===== src/rtl/diag_gate_pkg.sv =====
package diag_gate_pkg;
  localparam int unsigned GRP_MUX   = 0;
  localparam int unsigned GRP_DEMUX = 1;

  function automatic int unsigned idx_w(input int unsigned n);
    return (n < 2) ? 1 : $clog2(n);
  endfunction
endpackage


===== src/rtl/diag_delay_en.sv =====
module diag_delay_en #(
  parameter int unsigned STAGES = 4
) (
  input  logic clk_i,
  input  logic rst_ni,
  input  logic st_i,
  output logic hold_o
);
  localparam logic [STAGES-1:0] ONE = STAGES'(1);

  logic [STAGES-1:0] sr_q, sr_d;

  always_comb begin
    if (st_i) sr_d = (sr_q << 1) | ONE;
    else      sr_d = '0;
  end

  always_ff @(posedge clk_i or negedge rst_ni) begin
    if (!rst_ni) sr_q <= '0;
    else         sr_q <= sr_d;
  end

  assign hold_o = st_i & ~sr_q[STAGES-1];
endmodule


===== src/rtl/diag_err_det.sv =====
module diag_err_det #(
  parameter int unsigned CNT_W     = 4,
  parameter int unsigned THRESHOLD = 8
) (
  input  logic             clk_i,
  input  logic             rst_ni,
  input  logic             clr_ni,
  input  logic             hit_i,
  output logic [CNT_W-1:0] cnt_o,
  output logic             flag_o
);
  localparam logic [CNT_W-1:0] CNT_MAX = '1;
  localparam logic [CNT_W-1:0] THR     = CNT_W'(THRESHOLD);

  logic [CNT_W-1:0] cnt_q, cnt_d;
  logic             flag_q, flag_d;
  logic             cnt_en;

  always_comb begin
    cnt_en = !clr_ni || (hit_i && (cnt_q != CNT_MAX));
    if (!clr_ni) cnt_d = '0;
    else         cnt_d = cnt_q + CNT_W'(1);
    flag_d = clr_ni && (flag_q || ((cnt_en ? cnt_d : cnt_q) >= THR));
  end

  always_ff @(posedge clk_i or negedge rst_ni) begin
    if (!rst_ni) begin
      cnt_q  <= '0;
      flag_q <= 1'b0;
    end else begin
      if (cnt_en) cnt_q <= cnt_d;
      flag_q <= flag_d;
    end
  end

  assign cnt_o  = cnt_q;
  assign flag_o = flag_q;
endmodule


===== src/rtl/diag_prio_enc.sv =====
module diag_prio_enc #(
  parameter int unsigned N  = 4,
  parameter int unsigned IW = 2
) (
  input  logic [N-1:0]  req_i,
  input  logic          inhibit_i,
  output logic [IW-1:0] code_o,
  output logic          vld_o
);
  always_comb begin
    code_o = '0;
    vld_o  = 1'b0;
    if (!inhibit_i) begin
      for (int i = N - 1; i >= 0; i--) begin
        if (req_i[i]) begin
          code_o = IW'(i);
          vld_o  = 1'b1;
        end
      end
    end
  end
endmodule


===== src/rtl/diag_group.sv =====
module diag_group #(
  parameter int unsigned NUM_LINES   = 4,
  parameter int unsigned CNT_W       = 4,
  parameter int unsigned THRESHOLD   = 8,
  parameter int unsigned HOLD_STAGES = 4,
  parameter int unsigned IW          = 2
) (
  input  logic                 clk_i,
  input  logic                 rst_ni,
  input  logic                 st_i,
  input  logic                 dis_i,
  input  logic [NUM_LINES-1:0] stat_i,
  output logic [CNT_W-1:0]     cnt_o,
  output logic                 flag_o,
  output logic [IW-1:0]        code_o,
  output logic                 vld_o
);
  logic [NUM_LINES-1:0] line_flt, masked;
  logic                 summary, hold, clr_n;

  // A line is faulting when it sits at the same level as the self-test control
  assign line_flt = ~(stat_i ^ {NUM_LINES{st_i}});
  assign masked   = line_flt & ~{NUM_LINES{dis_i}};
  assign summary  = |masked;
  assign clr_n    = ~(dis_i | hold);

  diag_delay_en #(.STAGES(HOLD_STAGES)) u_dly (
    .clk_i (clk_i),
    .rst_ni(rst_ni),
    .st_i  (st_i),
    .hold_o(hold)
  );

  diag_err_det #(.CNT_W(CNT_W), .THRESHOLD(THRESHOLD)) u_det (
    .clk_i (clk_i),
    .rst_ni(rst_ni),
    .clr_ni(clr_n),
    .hit_i (summary),
    .cnt_o (cnt_o),
    .flag_o(flag_o)
  );

  diag_prio_enc #(.N(NUM_LINES), .IW(IW)) u_enc (
    .req_i    (masked),
    .inhibit_i(dis_i),
    .code_o   (code_o),
    .vld_o    (vld_o)
  );
endmodule


===== src/rtl/diag_gate_top.sv =====
module diag_gate_top import diag_gate_pkg::*; #(
  parameter  int unsigned NUM_GROUPS  = 2,
  parameter  int unsigned NUM_LINES   = 4,
  parameter  int unsigned CNT_W       = 4,
  parameter  int unsigned THRESHOLD   = 8,
  parameter  int unsigned HOLD_STAGES = 4,
  localparam int unsigned IDX_W       = idx_w(NUM_LINES)
) (
  input  logic                            clk_i,
  input  logic                            rst_ni,
  input  logic                            selftest_i,
  input  logic [NUM_GROUPS-1:0]           grp_dis_i,
  input  logic [NUM_GROUPS*NUM_LINES-1:0] stat_i,
  output logic [NUM_GROUPS*CNT_W-1:0]     err_cnt_o,
  output logic [NUM_GROUPS-1:0]           fault_o,
  output logic [NUM_GROUPS*IDX_W-1:0]     err_code_o,
  output logic [NUM_GROUPS-1:0]           err_code_vld_o
);
  for (genvar g = 0; g < NUM_GROUPS; g++) begin : g_grp
    diag_group #(
      .NUM_LINES  (NUM_LINES),
      .CNT_W      (CNT_W),
      .THRESHOLD  (THRESHOLD),
      .HOLD_STAGES(HOLD_STAGES),
      .IW         (IDX_W)
    ) u_grp (
      .clk_i (clk_i),
      .rst_ni(rst_ni),
      .st_i  (selftest_i),
      .dis_i (grp_dis_i[g]),
      .stat_i(stat_i[g*NUM_LINES +: NUM_LINES]),
      .cnt_o (err_cnt_o[g*CNT_W +: CNT_W]),
      .flag_o(fault_o[g]),
      .code_o(err_code_o[g*IDX_W +: IDX_W]),
      .vld_o (err_code_vld_o[g])
    );
  end
endmodule


===== config.mk =====
export PLATFORM = sky130hd
export DESIGN_NAME = diag_gate_top
export DESIGN_NICKNAME = d
export VERILOG_FILES = /design/src/rtl/diag_gate_pkg.sv /design/src/rtl/diag_delay_en.sv /design/src/rtl/diag_err_det.sv /design/src/rtl/diag_prio_enc.sv /design/src/rtl/diag_group.sv /design/src/rtl/diag_gate_top.sv
export SDC_FILE = /design/constraint.sdc
export NUM_CORES = 1
export LEC_CHECK = 0
export BUFFER_PORTS_ARGS = -buffer_cell sky130_fd_sc_hd__buf_2
export CAP_MARGIN = 30
export CORE_ASPECT_RATIO = 1.2
export CORE_MARGIN = 10
export CORE_UTILIZATION = 35
export CTS_CLUSTER_SIZE = 25
export DETAILED_ROUTE_END_ITERATION = 12
export GPL_TIMING_DRIVEN = 0
export PLACE_DENSITY = 0.69
export SLEW_MARGIN = 20
export SYNTH_ARGS = -nofsm -noshare
export SYNTH_HDL_FRONTEND = slang
export SYNTH_HIERARCHICAL = 1
export SYNTH_SLANG_ARGS = --single-unit

===== constraint.sdc =====
create_clock -name clk_i -period 1.3 [get_ports clk_i]
set_input_delay 0.195 -clock clk_i [delete_from_list [all_inputs] [get_ports clk_i]]
set_output_delay 0.195 -clock clk_i [all_outputs]
set_load 0.02 [all_outputs]

==> reports/results.ini, run 1 <==
[drt]
wirelength_um=2354
first_iter_violations=21
vias_per_cell=4.966
vias=879
first_pass_iters=3
drcViolationCount=0
ant_nets=0
wl_per_cell_um=13.30

[finish]
design_area_sq_mm=0.001463
area_growth_pct=41.87
drive_gt1_share_pct=51.05
antenna_cells=0
nets=159
final_util_pct=52.02

[timing]
worstMarginPinSlew_ns=0.4097
skew_ns=0.008130
hold_viol_final=0
setup_viol=7
post-route-period-util_pct=103.1
maxSlewViolCount=0
rsz0062_at_grt=yes
max_freq_mhz=746.3
period_needed_ns=1.340
slew_headroom_pct=72.59
setup_ws_ns=-0.03993

[grt]
grt_pass1_wl_um=4305
grt_usage_pct=8.879
antenna_found_initial=0
grt-ovfl-total=0
first_global_vias=999
grt_max_degree=19

[synthesis]
yosys.area_share.simple_pct=29.85
synth_compound_area_share_pct=7.524
synth_ff_type=dfrtp_1
ys_types=23
yosysTopAreaCell=dfrtp_1
synthArstFlopShare_pct=100.0
synthMuxAreaShare_pct=6.796
synth_area_sq_mm=0.001031
ys_seq_area_share_pct=43.69
synth_common_cells=dfrtp_1, nor2_1, and2_1, xor2_1
synth_top_area_share_pct=43.69
yosys.area_share.adder_pct=2.427
synth-xor-area-share_pct=6.796
yosysMostFrequentCell=dfrtp_1
synth_top_family_by_area=simple AND/OR/NAND/NOR gates
netlist_top_cells_area=dfrtp_1, xor2_1, nor2_1
synth_edf_count=0
avgSynthCellArea_sq_um=10.11
syn_inst=102
synth_warnings=6
syn_nets=117
synth-seq-cells=18

[power]
vdd_drop_max_mv=0.4918
power_density_mw_per_mm2=826.1
p_leak_uw=0.0007083

[min_path]
hold_path_class=input pin to flip-flop

[setup_path]
critPathKind=input pin to primary output
cp.arrival_ns=1.14
path_delay_family=buffers and inverters
cp_slowest_stage_delay_ns=0.18
slowest_stage=buf_4
worstSetupEndpointType=primary output
cpMostUsedCell=nor2_2
start_kind=input pin
required_ns=1.11
path_cells=buf_12 -> buf_8 -> xor2_1 -> nor2_2 -> nor2_2 -> nor4_2 -> buf_4
critPathBufInv=3
path_max_fanout=6

[placed_design]
gp_congestion=0.8161
place_area_sq_mm=0.001231
port_buffers=28
dpl.hpwl_um=1813

[die]
row_count=21
start_util_pct=36.67
die_area_sq_mm=0.005526
num_io_pins=29
core_area_sq_mm=0.002811
dieWidth_um=69.55
die_h_um=79.46

[clock_tree]
numCtsBuffers=3
insertion_delay_ns=0.29
cts_root_buf=clkbuf_4
clock_path_buffers=2
clk_pin_slew_ns=0.10
cts_tree=built
cts.sinks=18
htree_levels=1

[outcome]
violations=setup timing
status=finished with violations

[flow_run]
cap_violations=0

through the flow:
step / worst slack [ns] / TNS (ns) / hold WS, ns / std cells / power (uW)
2_1_floorplan: -0.1389 / -0.5341 / -0.1006 / 102 / 730.3
3_3_place_gp: -0.5180 / -4.397 / 0.1373 / 164 / 806.8
3_5_place_dp: -0.5182 / -4.878 / 0.1541 / 164 / 820.6
4_1_cts: -0.06214 / -0.2329 / 0.2403 / 175 / 1200
5_1_grt: -0.1123 / -0.7713 / 0.2586 / 177 / 1277
6_report: -0.03993 / -0.1881 / 0.2465 / 177 / 1208
cell usage in the layout, fill, tap and decap left out, types with 3 or more instances in the layout:
cell type,n
nor2_1,7
and2_1,6
buf_6,3
buf_2,21
clkbuf_4,3
nor4_2,3
nor2b_2,4
xor2_1,7
mux2i_1,4
nand2_1,6
nor2_2,9
o21a_1,4
dfrtp_1,18
nand2b_1,5
buf_4,11
layout make-up:
| type | instances | area [sq um] |
|---|---|---|
| Fill cell | 268 | 1349 |
| Multi-Input combinational cell | 80 | 644.4 |
| Sequential cell | 18 | 450.4 |
| Timing Repair Buffer | 37 | 251.5 |
| Tap cell | 34 | 42.54 |
| Clock buffer | 4 | 36.28 |
| Buffer | 2 | 30.03 |
| Inverter | 2 | 7.507 |
timing repair:
action / CTS / global route
buffers inserted: 6 / 2
hold buffers: 1 / 0
pin swaps: 5 / 13
endpoints found under the setup margin: 14 / 14
gates resized for setup: 16 / 19
endpoints found under the hold margin: 18 / 0
cloned: 0 / 0
worst min-delay path: stages:
cell    delay, ns
buf_12       0.09
buf_4        0.10
buf_4        0.13
logic make-up after synthesis:
logic type | count (synthesis)
adder cells (fa/ha/maj) | 2
multiplexers | 6
AND/OR/NAND/NOR | 52
buffers and inverters | 4
flip-flops | 18
AO/OA/AOI/OAI | 12
XOR/XNOR | 8
routing by layer:
| layer | track usage, % | part of all wire, % | vias up |
|---|---|---|---|
| met2 | 17.03 | 55 | 19 |
| met4 | 2.419 | 0.93 | 0 |
| met5 | 0 | 0 | - |
| li1 | - | - | 435 |
| met1 | 9.162 | 39 | 423 |
| met3 | 2.488 | 4.6 | 2 |
report_power, final:
group	internal (uW)	switching, uW
logic	132	160
registers	574	5.82
clock network	171	166
worst paths after layout:
path / depth (start not counted) / startpoint / slack, ns / to
max: 7 / selftest_i / -0.04 / err_code_o[1]
min: 3 / selftest_i / 0.25 / g_grp[1].u_grp/u_dly/sr_q[0]$_DFF_PN0_
max reg2reg: 4 / flip-flop / -0.03 / g_grp[1].u_grp/u_det/flag_o$_DFF_PN0_
min reg2reg: 1 / g_grp[0].u_grp/u_dly/sr_q[2]$_DFF_PN0_ / 0.46 / g_grp[0].u_grp/u_dly/sr_q[3]$_DFF_PN0_
max in group asynchronous: 2 / rst_ni / 0.67 / async pin
min in group asynchronous: 2 / rst_ni / 0.34 / g_grp[0].u_grp/u_dly/sr_q[3]$_DFF_PN0_
Note: power is estimated with default switching activity, not from simulation.
==> inputs of run 2 (changes only) <==
--- a/config.mk
+++ b/config.mk
@@ -14,6 +14,8 @@
 export DETAILED_ROUTE_END_ITERATION = 12
 export GPL_TIMING_DRIVEN = 0
 export PLACE_DENSITY = 0.69
+export RECOVER_POWER = 25
+export SKIP_CTS_REPAIR_TIMING = 1
 export SLEW_MARGIN = 20
 export SYNTH_ARGS = -nofsm -noshare
 export SYNTH_HDL_FRONTEND = slang
==> reports/results.ini, run 2 (synthesis results as in run 1) <==
[setup_path]
cp_slowest_stage_delay_ns=0.42
cp.arrival_ns=1.57
ff2ff_setup_slack_ns=-0.08
critPathKind=flip-flop to flip-flop
worstSetupEndpointType=flip-flop
required_ns=1.49
r2r_end=g_grp[1].u_grp/u_det/flag_o$_DFF_PN0_
start_kind=flip-flop
slowest_stage=dfrtp_1
ff2ff_path_depth=4
crit_end=g_grp[1].u_grp/u_det/flag_o$_DFF_PN0_
path_max_fanout=4
path_cells=ha_1 -> nand2b_1 -> mux2_4 -> o21a_1

[drt]
first_iter_violations=12
drcViolationCount=0
ant_nets=0
vias_per_cell=4.954
vias=857
wl_per_cell_um=13.42
wirelength_um=2322
first_pass_iters=3

[outcome]
violations=setup timing
status=finished with violations

[timing]
rsz0062_at_grt=yes
maxSlewViolCount=0
skew_ns=0.009554
max_freq_mhz=725.4
hold_viol_final=0
setup_ws_ns=-0.07848
post-route-period-util_pct=106.0
slew_headroom_pct=71.93
setup_viol=9
worstMarginPinSlew_ns=0.4195
period_needed_ns=1.378

[finish]
layout_commonest_cell=buf_2
drive_gt1_share_pct=46.04
finalNonFillerCells=173
final_util_pct=50.82
antenna_cells=0
nets=155
layout_common_cells=buf_2, dfrtp_1, nor2_1
area_growth_pct=38.59

[grt]
grt_max_degree=19
first_global_vias=949
grt_usage_pct=8.237
grt_pass1_wl_um=4015
grt-ovfl-total=0
antenna_found_initial=0

[placed_design]
port_buffers=28
placedCellCount=164
gp_congestion=0.8161
place_worst_setup_slack_ns=-0.5182
dpl.hpwl_um=1813

[clock_tree]
cts.sinks=18
clock_path_buffers=2
clk_pin_slew_ns=0.10
numCtsBuffers=3
cts_root_buf=clkbuf_4
cts_tree=built
insertion_delay_ns=0.29
htree_levels=1

[die]
core_area_sq_mm=0.002811
row_count=21
start_util_pct=36.67
die_h_um=79.46
die_area_sq_mm=0.005526
num_io_pins=29
dieWidth_um=69.55

[power]
p_leak_uw=0.0006814
vdd_drop_max_mv=0.4845
power_density_mw_per_mm2=836.1

[flow_run]
cap_violations=0

[min_path]
hold_path_class=input pin to flip-flop

==> run 2: area by class of cell <==
cell class	count	area, sq um
plain buffers	2	30.03
clock buffers	4	36.28
fillers	269	1383
inverters	2	7.507
multi-input cells	80	654.4
flip-flops and latches	18	450.4
well taps	34	42.54
repair buffers	33	207.7
==> run 2: worst min-delay path by stage <==
stage,startpoint,end,slack [ns],cells after the start
after global placement,rst_ni,async pin,0.14,1
after floorplan,rst_ni,async pin,-0.10,0
final,selftest_i,g_grp[1].u_grp/u_dly/sr_q[2]$_DFF_PN0_,0.13,2
after CTS,rst_ni,async pin,-0.18,1
after detailed placement,rst_ni,async pin,0.15,1
after global routing,selftest_i,g_grp[1].u_grp/u_dly/sr_q[2]$_DFF_PN0_,0.13,2
==> run 2: metrics by stage <==
stage | hold WS (ns) | cell area, sq um | total power [uW] | setup TNS (ns)
final | 0.1308 | 1429 | 1195 | -0.3942
after global routing | 0.1297 | 1429 | 1266 | -1.121
after CTS | -0.1786 | 1267 | 1164 | -2.052
after detailed placement | 0.1541 | 1231 | 820.6 | -4.878
after global placement | 0.1373 | 1231 | 806.8 | -4.397
after floorplan | -0.1006 | 1049 | 730.3 | -0.5341
==> run 2: power breakdown <==
part | internal, uW | switching [uW] | leakage (uW)
combinational | 122 | 155 | 0.000418
clock | 171 | 164 | 0.0000210
sequential | 574 | 9.38 | 0.000242
total | 867 | 328 | 0.000681
==> run 2: per-layer routing <==
| metal | track usage (%) | wire, um | up-vias |
|---|---|---|---|
| li1 | - | - | 418 |
| met1 | 8.590 | 932 | 418 |
| met2 | 15.66 | 1267 | 19 |
| met3 | 2.239 | 100 | 2 |
| met4 | 2.419 | 22 | 0 |
| met5 | 0 | 0 | - |
==> run 2: worst max-delay path: cells and delay by family (launching register included) <==
| kind | cells | cell delay (ns) |
|---|---|---|
| AO/OA/AOI/OAI | 1 | 0.18 |
| multiplexers | 1 | 0.27 |
| AND/OR/NAND/NOR | 1 | 0.16 |
| adder cells (fa/ha/maj) | 1 | 0.26 |
| flip-flops | 1 | 0.42 |
==> inputs of run 3 (changes only) <==
--- a/config.mk
+++ b/config.mk
@@ -9,11 +9,11 @@
 export CAP_MARGIN = 30
 export CORE_ASPECT_RATIO = 1.2
 export CORE_MARGIN = 10
-export CORE_UTILIZATION = 35
+export CORE_UTILIZATION = 46
 export CTS_CLUSTER_SIZE = 25
 export DETAILED_ROUTE_END_ITERATION = 12
 export GPL_TIMING_DRIVEN = 0
-export PLACE_DENSITY = 0.69
+export PLACE_DENSITY = 0.84
 export RECOVER_POWER = 25
 export SKIP_CTS_REPAIR_TIMING = 1
 export SLEW_MARGIN = 20
==> reports/results.ini, run 3 (synthesis results as in run 1) <==
[flow_run]
cap_violations=0

[grt]
antenna_found_initial=0
grt_max_degree=19
grt-ovfl-total=0
grt_usage_pct=10.24
first_global_vias=824
grt_pass1_wl_um=3926

[outcome]
status=finished with violations
violations=setup timing

[drt]
wl_met2_um=1275
first_iter_violations=24
met1_length_um=999
wl_met3_um=129
vias_per_cell=5.082
drcViolationCount=0
vias=869
first_pass_iters=4
ant_nets=0
wirelength_um=2422
top_layer=met4
wl_per_cell_um=14.16

[setup_path]
worstSetupEndpointType=flip-flop
slowest_stage=mux2_4
start_kind=input pin
path_delay_family=compound AO/OA/AOI/OAI gates
required_ns=1.49
critPathKind=input pin to flip-flop
path_max_fanout=8
cp_slowest_stage_delay_ns=0.33
critPathBufInv=2
path_cells=buf_12 -> buf_8 -> and4b_1 -> a211oi_4 -> nand4_1 -> mux2_4 -> o21a_1
cp.arrival_ns=1.59

[placed_design]
gp_congestion=0.6874
dpl.hpwl_um=1784
placedCellCount=160
port_buffers=28

[clock_tree]
insertion_delay_ns=0.29
htree_levels=1
cts_tree=built
clk_pin_slew_ns=0.10
cts_root_buf=clkbuf_4
cts.sinks=18
clock_path_buffers=2
numCtsBuffers=3

[finish]
finalNonFillerCells=171
layout_common_cells=buf_2, dfrtp_1, nor2_1, buf_4, xor2_1
layout_commonest_cell=buf_2
nets=157
drive_gt1_share_pct=43.97
antenna_cells=0
area_growth_pct=38.11

[timing]
maxSlewViolCount=0
skew_ns=0.001939
slew_headroom_pct=70.09
setup_ws_ns=-0.09619
hold_viol_final=0
setup_viol=8
rsz0062_at_grt=yes
period_needed_ns=1.396
worstMarginPinSlew_ns=0.4470
max_freq_mhz=716.2
post-route-period-util_pct=107.4

[die]
row_count=18
num_io_pins=29
start_util_pct=49.22
core_area_sq_mm=0.002095
die_area_sq_mm=0.004543
die_h_um=71.86
dieWidth_um=63.22

[min_path]
hold_path_class=input pin to flip-flop

[power]
p_sw_uw=332.9
intPower_uw=869.2
p_comb_share_pct=23.1
p_leak_uw=0.0006919
vdd_drop_max_mv=0.7928
seqPwrFrac_pct=48.6
power_density_mw_per_mm2=844.2
finalPower_uw=1202
pwr-share-clk_pct=28.3
switching_share_pct=27.70

## run 3: cell types whose count changed in the layout (fill, tap and decap cells not counted), moves of 2 or more
| cell | previous run | this run |
|---|---|---|
| a31oi_2 | 2 | 0 |
| xor2_2 | 2 | 0 |
| buf_4 | 7 | 10 |
| xor2_1 | 6 | 8 |
## run 3: worst paths after layout
kind / endpoint / from / slack, ns / cells past startpoint
worst max-delay path: g_grp[1].u_grp/u_det/flag_o$_DFF_PN0_ / selftest_i / -0.1 / 7
worst min register to register: g_grp[0].u_grp/u_dly/sr_q[1]$_DFF_PN0_ / g_grp[0].u_grp/u_dly/sr_q[0]$_DFF_PN0_ / 0.47 / 1
worst min-delay path: g_grp[1].u_grp/u_dly/sr_q[0]$_DFF_PN0_ / selftest_i / 0.03 / 1
max in group asynchronous: async pin / rst_ni / 0.68 / 2
worst max register to register: g_grp[1].u_grp/u_det/flag_o$_DFF_PN0_ / flip-flop / -0.09 / 4
min in group asynchronous: g_grp[1].u_grp/u_dly/sr_q[0]$_DFF_PN0_ / rst_ni / 0.35 / 2
## run 3: metal layers
metal | track usage, % | vias up
li1 | - | 426
met3 | 3.266 | 2
met1 | 11.27 | 421
met2 | 18.42 | 20
met4 | 2.920 | 0
met5 | 0 | -
## run 3: cell type report
class | instances | area (sq um)
Tap cell | 30 | 37.54
Sequential cell | 18 | 450.4
Timing Repair Buffer | 35 | 226.5
Inverter | 2 | 7.507
Clock buffer | 4 | 36.28
Fill cell | 174 | 670.6
Multi-Input combinational cell | 80 | 635.6
Buffer | 2 | 30.03
## run 3: metrics by stage
step / instance area, sq um / setup TNS (ns) / hold WS, ns / util (%) / setup WS, ns
floorplan: 1049 / -0.5341 / -0.1006 / - / -0.1389
global placement: 1226 / -4.218 / 0.1357 / 58.54 / -0.4804
detailed placement: 1226 / -5.373 / 0.1371 / 58.54 / -0.5484
CTS: 1262 / -2.468 / -0.1863 / 60.27 / -0.2352
global route: 1424 / -1.074 / 0.01569 / 67.98 / -0.1501
finish: 1424 / -0.3099 / 0.03186 / 67.98 / -0.09619
## run 3: worst reg2reg max path, cell delays in order, from the launching register on
cell	delay, ns
dfrtp_1	0.42
ha_1	0.25
nand2b_1	0.16
mux2_4	0.28
o21a_1	0.18
## run 3: power by group through the flow
| stage | Sequential [uW] | Combinational [uW] | Clock, uW |
|---|---|---|---|
| after floorplan | 598 | 132 | 0 |
| after global placement | 593 | 213 | 0 |
| after detailed placement | 594 | 225 | 0 |
| after CTS | 583 | 225 | 348 |
| after global routing | 586 | 308 | 370 |
| final | 584 | 278 | 340 |
